## src/rtl/bpc_pkg.sv

```systemverilog
package bpc_pkg;
  localparam int WORD_W  = 16;
  localparam int VBITS   = 8;
  localparam int HBITS   = 9;
  localparam int HDROP   = 2;
  localparam int HKEEP   = HBITS - HDROP;
  localparam int KEY_W   = VBITS + HKEEP;
  localparam int V_LSB   = WORD_W - VBITS;
  localparam int H_LSB   = V_LSB - HKEEP;
  localparam int GATE_B  = WORD_W - 1;

  typedef logic [KEY_W-1:0] key_t;
endpackage

```

## src/rtl/bpc_key_build.sv

```systemverilog
module bpc_key_build
  import bpc_pkg::*;
(
  input  logic [VBITS-1:0]  vpos,
  input  logic [HBITS-1:0]  hpos,
  input  logic [WORD_W-1:0] word1,
  input  logic [WORD_W-1:0] word2,
  output key_t              beam_key,
  output key_t              tgt_key
);
  key_t enable;
  key_t beam_raw;
  key_t tgt_raw;

  // vertical MSB has no enable bit: always compared
  assign enable   = {1'b1, word2[GATE_B-1:H_LSB]};
  assign beam_raw = {vpos, hpos[HBITS-1:HDROP]};
  assign tgt_raw  = word1[WORD_W-1:H_LSB];

  assign beam_key = beam_raw & enable;
  assign tgt_key  = tgt_raw & enable;
endmodule

```

## src/rtl/bpc_geq_chain.sv

```systemverilog
module bpc_geq_chain #(
  parameter int N = 15
) (
  input  logic [N-1:0] a,
  input  logic [N-1:0] b,
  output logic         geq
);
  logic [N:0] eq_pre;
  logic [N:0] gt_acc;

  assign eq_pre[N] = 1'b1;
  assign gt_acc[N] = 1'b0;

  for (genvar i = N - 1; i >= 0; i--) begin : g_bit
    assign eq_pre[i] = eq_pre[i+1] & (a[i] == b[i]);
    assign gt_acc[i] = gt_acc[i+1] | (eq_pre[i+1] & a[i] & ~b[i]);
  end

  assign geq = gt_acc[0] | eq_pre[0];
endmodule

```

## src/rtl/beam_cmp_top.sv

```systemverilog
module beam_cmp_top
  import bpc_pkg::*;
(
  input  logic              clk,
  input  logic              rst_n,
  input  logic              beam_tick,
  input  logic [VBITS-1:0]  vpos,
  input  logic [HBITS-1:0]  hpos,
  input  logic [WORD_W-1:0] word1,
  input  logic [WORD_W-1:0] word2,
  input  logic              blit_done,
  output logic              cond_met
);
  key_t beam_key;
  key_t tgt_key;
  logic pos_ok;
  logic gate_ok;

  bpc_key_build u_keys (
    .vpos     (vpos),
    .hpos     (hpos),
    .word1    (word1),
    .word2    (word2),
    .beam_key (beam_key),
    .tgt_key  (tgt_key)
  );

  bpc_geq_chain #(.N(KEY_W)) u_cmp (
    .a   (beam_key),
    .b   (tgt_key),
    .geq (pos_ok)
  );

  assign gate_ok = word2[GATE_B] | blit_done;

  always_ff @(posedge clk) begin
    if (!rst_n)         cond_met <= 1'b0;
    else if (beam_tick) cond_met <= pos_ok & gate_ok;
  end
endmodule

```

## config.mk

```make
export PLATFORM = sky130hd
export DESIGN_NAME = beam_cmp_top
export DESIGN_NICKNAME = d
export VERILOG_FILES = /design/src/rtl/bpc_pkg.sv /design/src/rtl/bpc_key_build.sv /design/src/rtl/bpc_geq_chain.sv /design/src/rtl/beam_cmp_top.sv
export SDC_FILE = /design/constraint.sdc
export NUM_CORES = 1
export LEC_CHECK = 0
export ABC_AREA = 1
export BUFFER_PORTS_ARGS = -buffer_cell sky130_fd_sc_hd__buf_2
export CORE_MARGIN = 2
export CORE_UTILIZATION = 36
export CTS_CLUSTER_SIZE = 25
export DETAILED_ROUTE_END_ITERATION = 7
export GPL_TIMING_DRIVEN = 1
export PLACE_DENSITY = 0.84
export SYNTH_ARGS = -nofsm -noshare
export SYNTH_HDL_FRONTEND = slang
export SYNTH_SLANG_ARGS = --single-unit
```

## constraint.sdc

```tcl
create_clock -name clk -period 3.5 [get_ports clk]
set_clock_uncertainty 0.2 [all_clocks]
set_input_delay 0.525 -clock clk [delete_from_list [all_inputs] [get_ports clk]]
set_output_delay 0.525 -clock clk [all_outputs]
set_load 0.01 [all_outputs]
```

==> results.ini <==
[drt]
vias=736
wl_um=1260
drcViolationCount=0
initialDrtViolationCount=4
via_per_inst=4.57
wire_per_inst_um=7.83
antenna_left=0
drt_pass1_iterations=4

[timing]
setup_violations=0
hold_viol=0
rsz0062_at_grt=false
fmax_mhz=508
tightest_slew_ns=0.192
relSlewSlack_pct=87.1
period_share_pct=56.2
final_max_slew_viol_count=0
tns_ns=0
period_needed_ns=1.97

[critical_path]
reg2reg_depth=2
cp.required_ns=3.18
worst-path-buf-inv=2
end_kind=flip-flop
critPathSlowestCell=ha_1
r2r_setup_slack_ns=2.72
slowest_delay_ns=0.35
worstPathArrival_ns=1.65
path_max_fanout=3
r2r_start=cond_met
startpoint_type=primary input
crit_top_cell=nor2_1
cpLargestDelayFamily=simple AND/OR/NAND/NOR gates
critPathKind=primary input to flip-flop
crit_chain=buf_2, ha_1, inv_1, nor2_1, nor2_1, nand2_1, nor2_1, nand3_1, nor2_1, nand2_1, nand2_1, a21oi_2
r2r_end=cond_met

[synthesis]
synth_top_cell_by_area=nand2_1
synth-edff-count=0
yosys_register_bits=1
yosysTopAreaCellShare_pct=19.6
ys_types=20
async_reset_ff_share_pct=0
synthTopCellsByArea=nand2_1 20%, nor2_1 13%, nand3_1 12%
synthTopCellsByCount=26 x nand2_1, 17 x nor2_1, 13 x inv_1, 12 x nand3_1, 6 x inv_2
synth_warnings=0
synth-main-ff-cell=dfxtp_1
synth_nets=151
avgSynthCellArea_um2=5.12
synth_area_um2=497
postSynthCellCount=97
yosysSeqAreaShare_pct=4.03
yosysMostFrequentCell=nand2_1

[status]
outcome=complete, no violations

[power_and_ir_drop]
p_clk_share_pct=0
leakage_nw=0.466
power.internal_w=0.0000519
powerDensity_nw_per_um2=121
pwr-share-seq_pct=14.0
comb_power_share_pct=86.0
p_sw_share_pct=43.5
switching_power_w=0.0000399
vdd_ir_drop_max_mv=0.0832

[floorplan]
dieArea_um2=1690
die_w_um=41.1
io_pins=54
core_um2=1300
die_height_um=41.1
start_util_pct=38.2
num_rows=13

[global_routing]
grt_pass1_vias=519
grt_pass1_wl_um=1670
grt_overflow=0
grt_usage_pct=13.6
antenna_found_initial=0
grt_max_degree=4

[final_layout]
n_fill_cell=135
final_nets=202
final_cells=161
reg.largest.list=cond_met (1)
largest_reg_flops=1
top_register=cond_met
layout-drive-gt1-share_pct=43.2
diodes=0
area_growth_pct=53.1

[min_path]
hold_path.class=flip-flop to flip-flop
hold_end=cond_met
hp-start=cond_met
holdPathStages=2

[clocking]
cts_hold_buf=0
cts_setup_buffers=0
clock_insertion_delay_worst_skew_ns=0
clkTransAtPathRegs_ns=0
cts_resized=0

[place]
portBuffers=49
dp.cells=161
hpwl_um=1160
gp_congestion=0.651

[run]
maxCapViolations=0

## per-stage QoR
step	hold slack, ns	area, um^2	total power (W)	setup WS, ns	util [%]
2_1_floorplan	0.297	497	0.0000551	1.72	-
3_3_place_gp	0.256	761	0.0000894	1.55	58.5
3_5_place_dp	0.271	761	0.0000923	1.53	58.5
4_1_cts	0.268	761	0.0000926	1.52	58.5
5_1_grt	0.298	761	0.000103	1.40	58.5
6_report	0.279	761	0.0000918	1.53	58.5
## cell type report
type                    instances  area [um^2]  area share (%)
well taps                      15         18.8            2.47
flip-flops and latches          1         20.0            2.63
multi-input cells              77          405            53.3
repair buffers                 49          245            32.2
inverters                      19         71.3            9.37
## cell usage in the layout, fill, tap and decap left out
cell type	count
nand3_4	1
nand3_1	12
nand3_2	2
nor3_1	1
nor2_4	2
nand4_2	1
a21oi_1	1
nor2_1	17
inv_1	13
a31o_1	1
nand4_1	2
inv_2	6
o21ai_1	2
nand3b_1	4
dfxtp_1	1
nand2_2	1
ha_1	1
buf_2	49
nand2_1	26
a31oi_1	2
a21oi_2	1
## power by group through the flow
stage	logic, W	clock network, W	registers (W)
after floorplan	0.0000419	0	0.0000132
after global placement	0.0000767	0	0.0000127
after detailed placement	0.0000794	0	0.0000128
after CTS	0.0000798	0	0.0000128
after global routing	0.0000906	0	0.0000129
final	0.0000790	0	0.0000129
## worst reg2reg max path, stage by stage, from the launching register on
cell and delay, ns:
dfxtp_1 0.31, nand2_1 0.07, a21oi_2 0.13
## routing by layer
metal | vias to the layer above | GRT usage [%] | wire [um]
met5 | - | 0 | 0
met4 | 0 | 0 | 0
met3 | 0 | 0 | 166
met2 | 38 | 30.9 | 608
met1 | 287 | 14.0 | 485
li1 | 411 | - | -
## worst max path at each step
stage	depth (start not counted)	from	slack, ns	to
2_1_floorplan	12	word1[15]	1.72	cond_met
3_3_place_gp	12	vpos[7]	1.55	cond_met
3_5_place_dp	12	vpos[7]	1.53	cond_met
4_1_cts	12	vpos[7]	1.52	cond_met
5_1_grt	13	word1[15]	1.40	cond_met
6_report	12	vpos[7]	1.53	cond_met
## kinds of logic after synthesis
group,synth area share [%]
AOI/OAI and AO/OA,9.07
adders and majority gates,2.52
buffers and inverters,14.4
DFF,4.03
and+or+nand+nor,70.0
No activity file was read; power rests on OpenSTA's default activity.
